--- config.mk ---
export PLATFORM = sky130hd
export DESIGN_NAME = phy_ctl_master
export DESIGN_NICKNAME = d
export VERILOG_FILES = /design/src/rtl/phy_ctl_pkg.sv /design/src/rtl/phy_ack_sync.sv /design/src/rtl/phy_ack_poll.sv /design/src/rtl/phy_ctl_master.sv
export SDC_FILE = /design/constraint.sdc
export NUM_CORES = 1
export LEC_CHECK = 0
export ABC_AREA = 1
export BUFFER_PORTS_ARGS = -buffer_cell sky130_fd_sc_hd__buf_2
export CAP_MARGIN = 10
export CORE_MARGIN = 2
export CORE_UTILIZATION = 45
export DETAILED_ROUTE_END_ITERATION = 6
export PLACE_DENSITY = 0.71
export SLEW_MARGIN = 40
export SYNTH_ARGS = -nofsm -noshare
export SYNTH_HDL_FRONTEND = slang
export SYNTH_SLANG_ARGS = --single-unit
--- constraint.sdc ---
create_clock -name clk_i -period 2.12 [get_ports clk_i]
set_input_delay 0.212 -clock clk_i [delete_from_list [all_inputs] [get_ports clk_i]]
set_output_delay 0.212 -clock clk_i [all_outputs]
set_load 0.05 [all_outputs]
--- src/rtl/phy_ctl_pkg.sv ---
package phy_ctl_pkg;
  localparam int DATA_W      = 16;
  localparam int CTL_W       = 20;
  localparam int STAT_W      = 17;
  localparam int CAP_ADR_BIT = 16;
  localparam int CAP_DAT_BIT = 17;
  localparam int WR_BIT      = 18;
  localparam int RD_BIT      = 19;
  localparam int ACK_BIT     = 16;

  typedef enum logic [3:0] {
    ST_IDLE, ST_A_SET, ST_A_CAP, ST_A_REL,
    ST_D_SET, ST_D_CAP, ST_D_REL, ST_W_STB, ST_W_REL,
    ST_R_STB, ST_R_REL
  } step_e;
endpackage

--- src/rtl/phy_ack_sync.sv ---
module phy_ack_sync #(
  parameter int STAGES = 2
) (
  input  logic clk_i,
  input  logic rst_ni,
  input  logic d_i,
  output logic q_o
);
  logic [STAGES-1:0] sr_q;

  always_ff @(posedge clk_i or negedge rst_ni) begin
    if (!rst_ni) sr_q <= '0;
    else         sr_q <= {sr_q[STAGES-2:0], d_i};
  end

  assign q_o = sr_q[STAGES-1];
endmodule

--- src/rtl/phy_ack_poll.sv ---
module phy_ack_poll #(
  parameter int GAP_W     = 8,
  parameter int MAX_POLLS = 10
) (
  input  logic             clk_i,
  input  logic             rst_ni,
  input  logic             en_i,
  input  logic [GAP_W-1:0] gap_i,
  input  logic             ack_i,
  input  logic             expect_i,
  output logic             hit_o,
  output logic             expire_o
);
  localparam int PW = $clog2(MAX_POLLS + 1);

  logic [GAP_W-1:0] gap_cnt_q;
  logic [PW-1:0]    poll_cnt_q;
  logic             tick;

  assign tick     = en_i && (gap_cnt_q == gap_i);
  assign hit_o    = tick && (ack_i == expect_i);
  assign expire_o = tick && (ack_i != expect_i) && (poll_cnt_q == PW'(MAX_POLLS - 1));

  always_ff @(posedge clk_i or negedge rst_ni) begin
    if (!rst_ni) begin
      gap_cnt_q  <= '0;
      poll_cnt_q <= '0;
    end else begin
      gap_cnt_q <= (!en_i || tick) ? '0 : gap_cnt_q + 1'b1;
      if (!en_i || hit_o || expire_o) poll_cnt_q <= '0;
      else if (tick)                  poll_cnt_q <= poll_cnt_q + 1'b1;
    end
  end
endmodule

--- src/rtl/phy_ctl_master.sv ---
module phy_ctl_master
  import phy_ctl_pkg::*;
#(
  parameter int GAP_W       = 8,
  parameter int MAX_POLLS   = 10,
  parameter int SYNC_STAGES = 2
) (
  input  logic              clk_i,
  input  logic              rst_ni,
  input  logic              req_valid_i,
  input  logic              req_write_i,
  input  logic [DATA_W-1:0] req_addr_i,
  input  logic [DATA_W-1:0] req_wdata_i,
  input  logic [GAP_W-1:0]  poll_gap_i,
  output logic              req_ready_o,
  output logic              done_o,
  output logic              timeout_o,
  output logic [DATA_W-1:0] rdata_o,
  output logic [CTL_W-1:0]  ctl_o,
  input  logic [STAT_W-1:0] stat_i
);
  step_e             state_q, state_d;
  logic [DATA_W-1:0] addr_q, data_q, rdata_q;
  logic              write_q, done_q, err_q;
  logic              ack_s, wait_en, exp_lvl, hit, expire;

  phy_ack_sync #(.STAGES(SYNC_STAGES)) u_sync (
    .clk_i(clk_i), .rst_ni(rst_ni), .d_i(stat_i[ACK_BIT]), .q_o(ack_s)
  );

  phy_ack_poll #(.GAP_W(GAP_W), .MAX_POLLS(MAX_POLLS)) u_poll (
    .clk_i(clk_i), .rst_ni(rst_ni), .en_i(wait_en), .gap_i(poll_gap_i),
    .ack_i(ack_s), .expect_i(exp_lvl), .hit_o(hit), .expire_o(expire)
  );

  always_comb begin
    state_d = state_q;
    wait_en = 1'b0;
    exp_lvl = 1'b0;
    unique case (state_q)
      ST_IDLE:  if (req_valid_i) state_d = ST_A_SET;
      ST_A_SET: state_d = ST_A_CAP;
      ST_A_CAP: begin wait_en = 1'b1; exp_lvl = 1'b1; if (hit) state_d = ST_A_REL; end
      ST_A_REL: begin wait_en = 1'b1; if (hit) state_d = write_q ? ST_D_SET : ST_R_STB; end
      ST_D_SET: state_d = ST_D_CAP;
      ST_D_CAP: begin wait_en = 1'b1; exp_lvl = 1'b1; if (hit) state_d = ST_D_REL; end
      ST_D_REL: begin wait_en = 1'b1; if (hit) state_d = ST_W_STB; end
      ST_W_STB: begin wait_en = 1'b1; exp_lvl = 1'b1; if (hit) state_d = ST_W_REL; end
      ST_W_REL: begin wait_en = 1'b1; if (hit) state_d = ST_IDLE; end
      ST_R_STB: begin wait_en = 1'b1; exp_lvl = 1'b1; if (hit) state_d = ST_R_REL; end
      ST_R_REL: begin wait_en = 1'b1; if (hit) state_d = ST_IDLE; end
      default:  state_d = ST_IDLE;
    endcase
    if (expire) state_d = ST_IDLE;
  end

  always_ff @(posedge clk_i or negedge rst_ni) begin
    if (!rst_ni) begin
      state_q <= ST_IDLE;
      addr_q  <= '0;
      data_q  <= '0;
      write_q <= 1'b0;
      rdata_q <= '0;
      done_q  <= 1'b0;
      err_q   <= 1'b0;
    end else begin
      state_q <= state_d;
      if (state_q == ST_IDLE && req_valid_i) begin
        addr_q  <= req_addr_i;
        data_q  <= req_wdata_i;
        write_q <= req_write_i;
      end
      if (state_q == ST_R_STB && hit) rdata_q <= stat_i[DATA_W-1:0];
      done_q <= expire || (hit && (state_q == ST_W_REL || state_q == ST_R_REL));
      err_q  <= expire;
    end
  end

  always_comb begin
    ctl_o = '0;
    unique case (state_q)
      ST_A_SET, ST_A_REL:           ctl_o[DATA_W-1:0] = addr_q;
      ST_A_CAP: begin               ctl_o[DATA_W-1:0] = addr_q; ctl_o[CAP_ADR_BIT] = 1'b1; end
      ST_D_SET, ST_D_REL, ST_W_REL: ctl_o[DATA_W-1:0] = data_q;
      ST_D_CAP: begin               ctl_o[DATA_W-1:0] = data_q; ctl_o[CAP_DAT_BIT] = 1'b1; end
      ST_W_STB:                     ctl_o[WR_BIT] = 1'b1;
      ST_R_STB:                     ctl_o[RD_BIT] = 1'b1;
      default:                      ctl_o = '0;
    endcase
  end

  assign req_ready_o = (state_q == ST_IDLE);
  assign done_o      = done_q;
  assign timeout_o   = err_q;
  assign rdata_o     = rdata_q;
endmodule

# Word level (Yosys, flattened, before mapping)
# Cells that the tools add are included.
[totals] reg_bits=69 inputBits=61 output_inout_bits=39 elab_cells=76
[op_classes] n_addsub=2 eq_ne=22 muxes=21 n_reduce_logical=21
[ops] operator="4-bit 2-to-1 mux" n=12
[ops] operator="4-bit one-hot mux with 10 select lines" n=1
[ops] operator="16-bit one-hot mux with 2 select lines" n=1
[ops] operator="3-bit != test, second input constant" n=6
[ops] operator="4-bit by 3-bit equality test with 1-bit output, second input constant" n=4
[ops] operator="4-bit equality test, second input constant" n=4
[ops] operator="8-bit by 1-bit adder with 8-bit output, second input constant" n=1
[ops] operator="4-bit by 2-bit equality test with 1-bit output, second input constant" n=2
[ops] operator="8-bit equality test" n=1
[ops] operator="8-bit 2-to-1 mux" n=1
[ops] operator="8-bit AND reduction" n=1
[ops] operator="4-bit OR reduction" n=2
[ops] operator="8-bit OR reduction" n=1
[ops] operator="1-bit logical AND" n=7
[ops] operator="1-bit 2-to-1 mux" n=6
[ops] operator="1-bit logical OR" n=5
[ops] operator="4-bit by 1-bit adder with 4-bit output, second input constant" n=1
[ops] operator="4-bit by 1-bit equality test with 1-bit output, second input constant" n=1
[ops] operator="4-bit logical NOT" n=1
[ops] operator="3-bit by 1-bit != test with 1-bit output, second input constant" n=1
[ops] operator="3-bit by 2-bit != test with 1-bit output, second input constant" n=1
[ops] operator="3-bit OR reduction" n=1
[ops] operator="2-bit nonzero test" n=1
[ops] operator="2-bit OR reduction" n=1
[ops] operator="3 further kinds" n=3

# Depth between registers and ports, before layout
[depth] depth_word=8 ltp_mapped=13 depth_no_buf=13

# Cells and area by module
# Synthesis repeated with hierarchy kept, for this count alone.
[hier_totals] cells_unflattened=468 hier_area_um2=3587.2
[by_module_without_submodules] module="phy_ctl_master" instances=1 cells_each=329 area_per_inst_um2=2618.8 seq_area_each_um2=1376.3
[by_module_without_submodules] module="phy_ack_poll" instances=1 cells_each=137 area_per_inst_um2=918.4 seq_area_each_um2=300.3
[by_module_without_submodules] module="phy_ack_sync" instances=1 cells_each=2 area_per_inst_um2=50.0 seq_area_each_um2=50.0

# Least setup slack after synthesis
# No wires, ideal clock.
[synth_path] path_kind="register to register" startpoint="reg state_q[0]" endpoint="reg addr_q[0]" setup_ps=125 t_arrival_ps=2066 required_time_ps=1995 setup_slack_ps=-71 path_stages_with_launch=7 n_path_buf=1 synth_period_minus_slack_ps=2191 cell_sequence="dfrtp_1 -> nor2_1 -> inv_2 -> nor2_1 -> nand2_2 -> buf_2 -> mux2_2"
[synth_via] elab_chain_cells=2
[synth_rtl] item="from (decl)" line="phy_ctl_master.sv:22" source="step_e state_q, state_d;"
[synth_rtl] item="from (signal assigned)" line="phy_ctl_master.sv:67" source="state_q <= state_d;"
[synth_rtl] item="4-bit logical NOT"
[synth_rtl] item="named net req_ready_o" line="phy_ctl_master.sv:15" source="output logic req_ready_o,"
[synth_rtl] item="1-bit logical AND" line="phy_ctl_master.sv:68" source="if (state_q == ST_IDLE && req_valid_i) begin"
[synth_rtl] item="to (signal assigned)" line="phy_ctl_master.sv:69" source="addr_q <= req_addr_i;"
[synth_rtl] item="to (decl)" line="phy_ctl_master.sv:23" source="logic [DATA_W-1:0] addr_q, data_q, rdata_q;"
# The timed path passes the listed nets, and every way through them passes these cells.
# A chain may end at the register's enable or synchronous reset.

# Worst setup path after layout
[layout_path] startpoint="reg state_q[1]" endpoint="out ctl_o[10]"
[layout_via] elab_chain_cells=3 word_cells_on_any_way=10 classes_between="eq/ne (7); mux (1); reduce/logical (2)"
[layout_rtl] item="4-bit equality test (tied with other cells)" line="phy_ctl_master.sv:81" source="unique case (state_q)"
[layout_rtl] item="4-bit OR reduction (no line) or 3-bit OR reduction (tied branches)"
[layout_rtl] item="16-bit one-hot mux with 2 select lines *" line="phy_ctl_master.sv:81"
[layout_rtl] item="to (decl)" line="phy_ctl_master.sv:19" source="output logic [CTL_W-1:0] ctl_o,"
# Every way passes the cells marked *; elsewhere a longest branch is shown, timed or not.

==> results.cfg <==
[yosys]
synth.yosys.seq_area_share_pct = 50.94
postSynthAreaPerCell_um2 = 9.602
ys_top_cells_by_area = dfrtp_1, mux2_2, nand2_1, a32o_1, inv_1
ys_types = 33
synthesized_area_fraction_occupied_by_and_or_nand_nor_cells_pct = 20.75
total_of_flip_flops_plus_latches_after_synthesis = 69
cell_taking_the_most_area_after_synthesis = dfrtp_1
synth_xor_xnor_area_share_pct = 1.292
synthMuxAreaShare_pct = 10.63
synth-adder-area-share_pct = 1.107
gate_count_post_synth = 353
synth.net_count = 417
area_fraction_in_compound_gates_after_synthesis_pct = 9.561
yosysWarningCount = 0
synth-async-reset-ratio_pct = 100.0
synth_area_um2 = 3390
combinational_family_with_the_most_area_after_synthesis = simple AND/OR/NAND/NOR gates
netlist.area_leader.share_pct = 50.94
synth_edf_count = 0
ys.flop_type = dfrtp_1

[pwr]
netSwitchingPower_mw = 3.028
power_frac_clock_pct = 19.1
total_power_mw = 6.865
pwr-share-seq_pct = 28.1
comb_power_share_pct = 52.8
power.internal_mw = 3.836
total_leakage_power_nw = 2.307
max-vdd-ir-drop_mv = 1.313
power_density_nw_per_um2 = 1573
switching_share_pct = 44.11

[route]
vias = 2817
vias_per_cell = 4.995
finalWirelength_mm = 7.588
detailed_router_s_first_iteration_violation_count = 97
wl_per_cell_um = 13.45
detail_route.drc_violations = 0
firstDrtPassIters = 4
number_of_routed_nets_with_antenna_violations = 0

[grt]
pin_count_of_the_biggest_net_entering_global_routing = 70
grt_util_all_layers_pct = 18.76
grt_pass1_wl_mm = 12.51
grt_remaining_overflow = 0
grt_pass1_vias = 2723
grt_antenna_before_repair = 0

[worst_hold_path]
worst_hold_path_type = input pin to flop

[timing]
timing.final.crit_share_pct = 95.61
final_count_of_negative_setup_slack_endpoints = 0
timing.max_slew.rel_slack_pct = 75.56
finalCriticalPeriod_ns = 2.027
slew_viol_final = 0
finalHoldViolations = 0
timing.fmax_ghz = 0.4934
timing_worst_slew_pin_value_ns = 0.3666
fin_worst_skew_ns = 0.01274
finalHoldWorstSlack_ns = 0.07076

[place]
io_buffer_count = 99
placed_cells = 544
finalWeightedCongestion = 0.8339
dp_hpwl_mm = 5.379
detailed_place.area_um2 = 3999

[die]
dieHeight_um = 90.79
die-width_um = 90.79
floorplan.rows = 31
floorplan.io_pins = 100
floorplan.die_area_um2 = 8243
design.core.area_um2 = 7292
floorplan.initialDensity_pct = 46.48

[final_layout]
layoutNonFillerInstCount = 564
drive_above_1_share_pct = 38.71
antennaDiodeCount = 0
finish.net_count = 524
final_design_area_no_fill_um2 = 4363
p_r_area_growth_vs_syn_pct = 28.72

[outcome]
status = finished, final reports clean

[cts]
tritoncts = yes
clkSinkCount = 69
htree_levels = 3
clkTransAtPathRegs_ns = 0.07
clk_path_buf_depth = 2
ctsRootBufferMaster = clkbuf_8
cts-buffers-inserted = 9
clkLatencyLatePin_ns = 0.34

[job]
drv.max_cap_violation_count = 0

[setup_path]
worstPathMaxFanout = 18
arrival_ns = 1.81
critical_path_class = flop to primary output
start_kind = flop
setup.worst_path.end_class = primary output
required_ns = 1.91
through the flow:
stage | TNS [ns] | setup WS (ns) | util, %
after floorplan | 0 | 0.1864 | -
after global placement | 0 | 0.3033 | 54.84
after detailed placement | 0 | 0.3230 | 54.84
after CTS | 0 | 0.01305 | 59.08
after global routing | -0.09792 | -0.02500 | 59.83
final | 0 | 0.09313 | 59.83
cell usage after synthesis, types with 2 or more instances:
cell / n
nand2_2: 7
nor2_1: 20
inv_1: 28
o21ai_0: 10
a21oi_1: 5
ha_1: 3
inv_2: 6
a32o_1: 16
o22ai_1: 2
nor2_8: 2
nand2_1: 94
nand3_1: 8
o21ai_1: 12
nor2_4: 3
nor3b_1: 2
clkbuf_1: 2
nor3_1: 5
nand4_1: 5
nor2_2: 3
dfrtp_1: 69
mux2_2: 32
xnor2_1: 2
buf_2: 5
xor2_1: 3
sequential cells by signal, indices dropped and copies added (netlist names), 2 cells and up:
register	flops
u_sync.sr_q	2
addr_q	16
rdata_o	16
state_q	4
u_poll.poll_cnt_q	4
u_poll.gap_cnt_q	8
data_q	16
cell families after synthesis:
group           count (synthesis)
xor+xnor                        5
flops                          69
simple gates                  152
buf+inv                        45
compound gates                 47
mux                            32
fa+ha+maj                       3
worst paths after layout:
kind                                          start  cells after the start  slack, ns                        to
max                          state_q[1]$_DFFE_PN0P_                      6       0.09                 ctl_o[10]
max reg2reg                  state_q[2]$_DFFE_PN0P_                     11       0.29    rdata_o[2]$_DFFE_PN0P_
max in group asynchronous                    rst_ni                      3       1.38     addr_q[3]$_DFFE_PN0P_
min in group asynchronous                    rst_ni                      3       0.43   rdata_o[11]$_DFFE_PN0P_
min                                       stat_i[6]                      3       0.07    rdata_o[6]$_DFFE_PN0P_
min reg2reg                u_sync.sr_q[0]$_DFF_PN0_                      0       0.36  u_sync.sr_q[1]$_DFF_PN0_
metal layers:
| metal | track usage [%] | wire (um) |
|---|---|---|
| met1 | 25.86 | 3509 |
| met2 | 28.79 | 3649 |
| met3 | 3.756 | 295 |
| met4 | 8.333 | 134 |
| met5 | 0 | 0 |
layout make-up:
type / instances / area [um2]
fill: 665 / 2929
sequential: 69 / 1727
multi-input combinational: 239 / 1488
timing repair buffer: 106 / 638.1
clock buffer: 11 / 141.4
inverter: 35 / 137.6
tap: 99 / 123.9
clock inverter: 5 / 107.6
power by group through the flow:
stage	Sequential, mW	Clock (mW)	Combinational (mW)
2_1_floorplan	1.89	0	2.63
3_3_place_gp	1.93	0	3.27
3_5_place_dp	1.95	0	3.31
4_1_cts	1.93	1.35	3.49
5_1_grt	1.98	1.40	3.85
6_report	1.93	1.31	3.63
critical path: stages, from the launching register on:
cell and delay [ns]:
dfrtp_1 0.45, nor2_2 0.18, inv_4 0.12, o21ai_4 0.20, buf_6 0.17, a32o_1 0.15, buf_4 0.20
placed cells by master, fill, tap and decap left out, types with 2 or more instances in the layout:
master         netlist  layout
a21oi_1              5       5
buf_6                1       2
o22ai_1              2       2
inv_1               28      27
xnor2_1              2       2
buf_12               0       3
nor2_8               2       2
xor2_1               3       3
nor2_1              20      17
o21ai_1             12      11
nor3b_1              2       2
dlygate4sd3_1        0       2
nand2_2              7       7
ha_1                 3       3
clkinv_4             0       2
bufinv_16            0       3
mux2_2              32      32
clkbuf_8             0      10
nand2_1             94      94
nor2_2               3       6
buf_2                5      83
a32o_1              16      16
nor3_1               5       5
inv_2                6       5
dfrtp_1             69      69
nand3_1              8       8
o21ai_0             10      10
nand4_1              5       5
nor2_4               3       3
buf_4                0      16
timing repair:
item	in CTS	in global routing
gates cloned	0	1
gates resized for setup	16	9
endpoints found under the hold margin	70	0
setup buffers	0	1
endpoints found under the setup margin	16	16
hold buffers	2	0
No activity file was read; power rests on OpenSTA's default activity.
